$ cat src/rtl/swk_pkg.sv
package swk_pkg;
  localparam int SWK_DESC_BYTES = 8;
  localparam int SWK_OFF_W      = 3;

  typedef enum logic [1:0] {
    SWK_IDLE  = 2'd0,
    SWK_FETCH = 2'd1,
    SWK_DRAIN = 2'd2,
    SWK_HOLD  = 2'd3
  } swk_state_t;

  typedef struct packed {
    logic [8:0]  y;
    logic [8:0]  x;
    logic [6:0]  link;
    logic        prio;
    logic [1:0]  pal;
    logic [15:0] pat_addr;
  } swk_desc_t;
endpackage

$ cat src/rtl/swk_addr_gen.sv
module swk_addr_gen #(
  parameter int ADDR_W     = 16,
  parameter int TBL_W      = 7,
  parameter int IDX_W      = 7,
  parameter int OFF_W      = 3,
  parameter int BASE_SHIFT = 9
) (
  input  logic [TBL_W-1:0]  tbl,
  input  logic [IDX_W-1:0]  idx,
  input  logic [OFF_W-1:0]  off,
  output logic [ADDR_W-1:0] addr
);
  localparam int BASE_W = TBL_W + BASE_SHIFT;
  localparam int SLOT_W = IDX_W + OFF_W;

  logic [BASE_W-1:0] base_w;
  logic [SLOT_W-1:0] slot_w;

  always_comb begin
    base_w = {tbl, {BASE_SHIFT{1'b0}}};
    slot_w = {idx, off};
    addr   = ADDR_W'(base_w) + ADDR_W'(slot_w);
  end
endmodule

$ cat src/rtl/swk_byte_buf.sv
module swk_byte_buf #(
  parameter int NBYTES = 8,
  parameter int OFF_W  = 3
) (
  input  logic                  clk,
  input  logic                  rst,
  input  logic                  cap_en,
  input  logic [OFF_W-1:0]      cap_off,
  input  logic [7:0]            cap_data,
  output logic [NBYTES*8-1:0]   view
);
  for (genvar k = 0; k < NBYTES; k++) begin : g_byte
    logic [7:0] held;
    logic       hit;
    assign hit = cap_en && (cap_off == OFF_W'(k));
    always_ff @(posedge clk) begin
      if (rst) begin
        held <= '0;
      end else if (hit) begin
        held <= cap_data;
      end
    end
    assign view[k*8 +: 8] = hit ? cap_data : held;
  end
endmodule

$ cat src/rtl/swk_decode.sv
module swk_decode
  import swk_pkg::*;
#(
  parameter int NBYTES = 8
) (
  input  logic [NBYTES*8-1:0] bytes_in,
  output swk_desc_t           desc
);
  logic [7:0] b0, b1, b3, b4, b5, b6, b7;

  always_comb begin
    b0 = bytes_in[0*8 +: 8];
    b1 = bytes_in[1*8 +: 8];
    b3 = bytes_in[3*8 +: 8];
    b4 = bytes_in[4*8 +: 8];
    b5 = bytes_in[5*8 +: 8];
    b6 = bytes_in[6*8 +: 8];
    b7 = bytes_in[7*8 +: 8];
    desc.y        = {b0[0], b1};
    desc.x        = {b6[0], b7};
    desc.link     = b3[6:0];
    desc.prio     = b4[7];
    desc.pal      = b4[6:5];
    desc.pat_addr = {b4[2:0], b5, 5'b00000};
  end
endmodule

$ cat src/rtl/sprite_list_walker.sv
module sprite_list_walker
  import swk_pkg::*;
#(
  parameter int ADDR_W      = 16,
  parameter int TBL_W       = 7,
  parameter int IDX_W       = 7,
  parameter int BASE_SHIFT  = 9,
  parameter int MAX_ENTRIES = 80
) (
  input  logic              clk,
  input  logic              rst,
  input  logic              start_i,
  input  logic [7:0]        start_tbl_i,
  output logic              mem_rd_en_o,
  output logic [ADDR_W-1:0] mem_addr_o,
  input  logic [7:0]        mem_rdata_i,
  output logic              sd_valid_o,
  input  logic              sd_ready_i,
  output logic [IDX_W-1:0]  sd_index_o,
  output logic [8:0]        sd_y_o,
  output logic [8:0]        sd_x_o,
  output logic [6:0]        sd_link_o,
  output logic              sd_prio_o,
  output logic [1:0]        sd_pal_o,
  output logic [15:0]       sd_pat_addr_o,
  output logic              busy_o,
  output logic              done_o
);
  localparam int CNT_W    = $clog2(MAX_ENTRIES + 1);
  localparam int LAST_OFF = SWK_DESC_BYTES - 1;

  swk_state_t           state_q;
  logic [TBL_W-1:0]     tbl_q;
  logic [IDX_W-1:0]     idx_q;
  logic [SWK_OFF_W-1:0] iss_off_q;
  logic [SWK_OFF_W-1:0] cap_off_q;
  logic                 rd_pend_q;
  logic [CNT_W-1:0]     vis_q;
  logic                 done_q;
  swk_desc_t            out_q;
  logic [IDX_W-1:0]     out_idx_q;

  logic [SWK_DESC_BYTES*8-1:0] byte_view;
  swk_desc_t                   dec;
  logic                        accept;
  logic [CNT_W-1:0]            vis_next;
  logic                        walk_end;

  swk_addr_gen #(
    .ADDR_W(ADDR_W), .TBL_W(TBL_W), .IDX_W(IDX_W),
    .OFF_W(SWK_OFF_W), .BASE_SHIFT(BASE_SHIFT)
  ) u_addr (
    .tbl(tbl_q), .idx(idx_q), .off(iss_off_q), .addr(mem_addr_o)
  );

  swk_byte_buf #(.NBYTES(SWK_DESC_BYTES), .OFF_W(SWK_OFF_W)) u_buf (
    .clk(clk), .rst(rst), .cap_en(rd_pend_q), .cap_off(cap_off_q),
    .cap_data(mem_rdata_i), .view(byte_view)
  );

  swk_decode #(.NBYTES(SWK_DESC_BYTES)) u_dec (
    .bytes_in(byte_view), .desc(dec)
  );

  assign mem_rd_en_o = (state_q == SWK_FETCH);
  assign sd_valid_o  = (state_q == SWK_HOLD);
  assign busy_o      = (state_q != SWK_IDLE);
  assign done_o      = done_q;
  assign accept      = sd_valid_o && sd_ready_i;
  assign vis_next    = vis_q + CNT_W'(1);
  assign walk_end    = (out_q.link == 7'd0) || (vis_next == CNT_W'(MAX_ENTRIES));

  assign sd_index_o    = out_idx_q;
  assign sd_y_o        = out_q.y;
  assign sd_x_o        = out_q.x;
  assign sd_link_o     = out_q.link;
  assign sd_prio_o     = out_q.prio;
  assign sd_pal_o      = out_q.pal;
  assign sd_pat_addr_o = out_q.pat_addr;

  // read tracking: data arrives the cycle after the strobe
  always_ff @(posedge clk) begin
    if (rst) begin
      rd_pend_q <= 1'b0;
      cap_off_q <= '0;
    end else begin
      rd_pend_q <= mem_rd_en_o;
      cap_off_q <= iss_off_q;
    end
  end

  always_ff @(posedge clk) begin
    if (rst) begin
      state_q   <= SWK_IDLE;
      tbl_q     <= '0;
      idx_q     <= '0;
      iss_off_q <= '0;
      vis_q     <= '0;
      done_q    <= 1'b0;
      out_q     <= '0;
      out_idx_q <= '0;
    end else begin
      done_q <= 1'b0;
      case (state_q)
        SWK_IDLE: begin
          if (start_i) begin
            tbl_q     <= start_tbl_i[TBL_W-1:0];
            idx_q     <= '0;
            iss_off_q <= '0;
            vis_q     <= '0;
            state_q   <= SWK_FETCH;
          end
        end
        SWK_FETCH: begin
          iss_off_q <= iss_off_q + SWK_OFF_W'(1);
          if (iss_off_q == SWK_OFF_W'(LAST_OFF)) begin
            state_q <= SWK_DRAIN;
          end
        end
        SWK_DRAIN: begin
          out_q     <= dec;
          out_idx_q <= idx_q;
          state_q   <= SWK_HOLD;
        end
        SWK_HOLD: begin
          if (accept) begin
            vis_q <= vis_next;
            if (walk_end) begin
              state_q <= SWK_IDLE;
              done_q  <= 1'b1;
            end else begin
              idx_q     <= out_q.link;
              iss_off_q <= '0;
              state_q   <= SWK_FETCH;
            end
          end
        end
        default: state_q <= SWK_IDLE;
      endcase
    end
  end

  // outputs hold while the consumer stalls
  a_r8_hold_stable: assert property (@(posedge clk) disable iff (rst)
    (sd_valid_o && !sd_ready_i) |=> (sd_valid_o && $stable(out_q) && $stable(out_idx_q)));

  // no memory traffic during hold
  a_r8_no_read_in_hold: assert property (@(posedge clk) disable iff (rst)
    sd_valid_o |-> !mem_rd_en_o);

  // consecutive reads step by one byte
  a_r2_addr_step: assert property (@(posedge clk) disable iff (rst)
    (mem_rd_en_o && $past(mem_rd_en_o)) |-> (mem_addr_o == $past(mem_addr_o) + ADDR_W'(1)));

  // done is a single-cycle pulse with the walker idle
  a_r9_done_single: assert property (@(posedge clk) disable iff (rst)
    done_o |=> !done_o);

  a_r9_done_idle: assert property (@(posedge clk) disable iff (rst)
    done_o |-> (!busy_o && !sd_valid_o));

  // visit count never passes the cap
  a_r7_visit_cap: assert property (@(posedge clk) disable iff (rst)
    vis_q <= CNT_W'(MAX_ENTRIES));

  // the latched table survives a start while busy
  a_r10_table_kept: assert property (@(posedge clk) disable iff (rst)
    (busy_o && start_i) |=> (tbl_q == $past(tbl_q)));
endmodule

$ cat config.mk
export PLATFORM = sky130hd
export DESIGN_NAME = sprite_list_walker
export DESIGN_NICKNAME = d
export VERILOG_FILES = /design/src/rtl/swk_pkg.sv /design/src/rtl/swk_addr_gen.sv /design/src/rtl/swk_byte_buf.sv /design/src/rtl/swk_decode.sv /design/src/rtl/sprite_list_walker.sv
export SDC_FILE = /design/constraint.sdc
export NUM_CORES = 1
export LEC_CHECK = 0
export BUFFER_PORTS_ARGS = -buffer_cell sky130_fd_sc_hd__buf_2
export CORE_UTILIZATION = 53
export CTS_CLUSTER_SIZE = 10
export DETAILED_ROUTE_END_ITERATION = 16
export GPL_ROUTABILITY_DRIVEN = 0
export PLACE_DENSITY = 0.86
export SYNTH_ARGS = -nofsm -noshare
export SYNTH_HDL_FRONTEND = slang
export SYNTH_HIERARCHICAL = 1
export SYNTH_SLANG_ARGS = --single-unit
$ cat constraint.sdc
create_clock -name clk -period 1.8 [get_ports clk]
set_input_delay 0.18 -clock clk [delete_from_list [all_inputs] [get_ports clk]]
set_output_delay 0.18 -clock clk [all_outputs]
set_load 0.05 [all_outputs]
==> summary.md <==
| Metric | Value |
|---|---|
| Status | `finished, final reports clean` |
| Share of layout cells above drive strength 1 | `32.6%` |
| Pwr/cell area | `~1200 nW/um^2` |
| Largest net degree at the start of global routing | `83` |
| Vias in the first global route | `slightly above 4000` |
| Core footprint | `10800 sq um` |
| Crit. End Element | `output port` |
| P_leak | `3.14 nW` |
| Rel. slew slack | `65.9%` |
| Initial Util | `between 50% and 60%` |
| TritonCTS Buffers | `17` |
| Max cap viols | `0` |
| Row count | `38` |
| Post-DRT Antenna Nets | `0` |
| Post-Synthesis Cell Area | `5880 sq um` |
| Die W | `107 microns` |
| Post-layout min period | `1.79 ns` |
| DIE HEIGHT | `~110 microns` |
| Vias after detailed routing | `4103` |
| Slew at the pin with the worst max-slew slack | `0.504 ns` |
| Slowest CP cell | `dfxtp_2` |
| Clock Sink Count | `approximately 120` |
| Detailed-router iteration count before antenna repair | `4` |
| Critical Path RT | `about 1.6 ns` |
| Nets | `661` |
| Clock tree root buffer cell | `clkbuf_8` |
| Hold Vio Cnt, Final | `0` |
| Critical Path Source Type | `flop` |
| CP Max Fanout | `3` |
| Min setup slack post-route | `0.00854 ns` |
| Setup CP Type | `reg2out` |
| Synth Area per Inst | `10.1 sq um` |
| IO Pins | `91` |
| Max Freq | `0.558 GHz` |
| RSZ-0062 raised after global routing | `yes` |
| Routed WL per cell | `16.2 microns` |
| Drt drc | `0` |
| GRT Total Usage | `23.1%` |
| Area growth, synth to finish | `17.2%` |
| Setup_tns | `0 ns` |
| WHS | `0.0401 ns` |
| CP most frequent cell | `ha_4` |
| Antenna violations before repair | `0` |
| CTS clk-pin slew, worst paths | `0.06 ns` |
| Insertion delay to the later sink of the worst-skew pair | `0.52 ns` |
| Worst min path class | `in2reg` |
| DR vias/cell | `5.25` |
| Mapped Cells | `585` |
| DP Worst Slack | `0.0502 ns` |
| HPWL after detailed placement | `8400 microns` |
| Dpl cells | `734` |
| Die Footprint | `roughly 12000 sq um` |
| CP max stage delay | `0.36 ns` |
| Critical path cell sequence | `ha_4 -> ha_4 -> nand3_2 -> xnor2_2 -> buf_6` |
| Final Cycle Share | `between 90 and 100%` |
| Remaining Overflow, GRT | `0` |
| WL final | `12700 microns` |
| Initial drt markers | `approximately 300` |
| Fillers | `860` |
| First-pass GRT wire length | `20100 microns` |
| I/O Buffers | `between 80 and 90` |
| H-tree levels | `4` |
| Max IR drop VDD | `1100 uV` |
| Pins Over Slew Limit | `0` |
| Clock tree from TritonCTS | `done` |
| Maximum clock insertion buffer count | `2` |
| Post-Route Utilization | `63.6%` |
| WP data arrival | `1.61 ns` |
| Setup violators final | `0` |
| Final Total Pwr | `8.06 mW` |
| Skew final | `about 0.010 ns` |
| Synth warn | `6` |
| Ant. Diodes | `0` |
| Fin area | `about 7000 sq um` |
| Final non-filler cell total | `782` |
| Placed cell area | `6090 sq um` |
==> power by group <==
group / internal, mW / leakage (nW) / switching, mW
combinational: 0.817 / 1.87 / 1.17
sequential: 2.79 / 0.980 / 0.102
clock: 2.03 / 0.285 / 1.16
==> critical path: cells and delay by family (launching register included) <==
kind,cells,cell delay [ns]
XOR/XNOR,1,0.15
adder cells (fa/ha/maj),2,0.31
buffers and inverters,1,0.18
flip-flops,1,0.36
AND/OR/NAND/NOR,1,0.11
==> placed cells by master, fill, tap and decap left out, types with 3 or more instances in the layout <==
| master | count |
|---|---|
| clkinv_2 | 6 |
| clkbuf_8 | 7 |
| inv_1 | 11 |
| nand3_1 | 11 |
| ha_1 | 6 |
| clkbuf_16 | 16 |
| conb_1 | 5 |
| dfxtp_1 | 114 |
| nor2_1 | 60 |
| buf_12 | 5 |
| nand2_1 | 16 |
| mux2_2 | 38 |
| dfxtp_2 | 5 |
| buf_4 | 15 |
| or3b_1 | 3 |
| a22o_1 | 7 |
| nand2b_1 | 47 |
| o21ai_0 | 5 |
| nand4b_1 | 4 |
| a21oi_1 | 14 |
| mux2i_1 | 93 |
| ha_2 | 3 |
| buf_6 | 4 |
| nand3_2 | 3 |
| nor2b_1 | 5 |
| dlygate4sd3_1 | 14 |
| buf_2 | 84 |
==> sequential cells by signal, indices dropped and copies added, names as in the netlist, 2 cells and up <==
register	count
sd_index_o	7
cap_off_q	3
state_q	2
iss_off_q	3
sd_pal_o	2
vis_q	7
idx_q	7
sd_link_o	7
tbl_q	7
sd_x_o	9
u_buf/g_byte.held	39
sd_y_o	9
sd_pat_addr_o	16
==> area by class of cell <==
class	instances	area [sq um]	area share, %
flip-flops and latches	121	2440	35.3
clock inverters	8	67.6	0.980
repair buffers	122	818	11.9
well taps	140	175	2.54
inverters	11	41.3	0.599
clock buffers	23	497	7.20
multi-input cells	357	2860	41.5
==> layer usage <==
layer / GRT usage, % / share of wire [%]
met3: 6.05 / 4.6
met2: 41.7 / 52
met4: 10.4 / 1.8
met5: 0 / 0
met1: 25.4 / 42
==> final timing paths <==
| path | startpoint | to | slack, ns | depth (start not counted) |
|---|---|---|---|---|
| setup / recovery | idx_q[6]$_SDFFE_PP0P_ | mem_addr_o[13] | 0.009 | 5 |
| hold / removal | start_i | tbl_q[5]$_SDFFE_PP0P_ | 0.04 | 3 |
| setup reg to reg | vis_q[1]$_SDFFE_PP0P_ | iss_off_q[0]$_SDFFE_PP0P_ | 0.05 | 5 |
| hold reg to reg | u_buf/g_byte[7].held[0]$_SDFF_PP0_ | u_buf/g_byte[7].held[0]$_SDFF_PP0_ | 0.47 | 2 |
==> what timing repair did <==
| action | 4_1_cts | 5_1_grt |
|---|---|---|
| buffers inserted | 0 | 3 |
| hold buffers | 14 | 0 |
| gates resized for setup | 20 | 7 |
| endpoints found under the setup margin | 6 | 18 |
| pin swaps | 0 | 3 |
| hold endpoints to repair | 8 | 0 |
(Power assumes the default switching activity.)
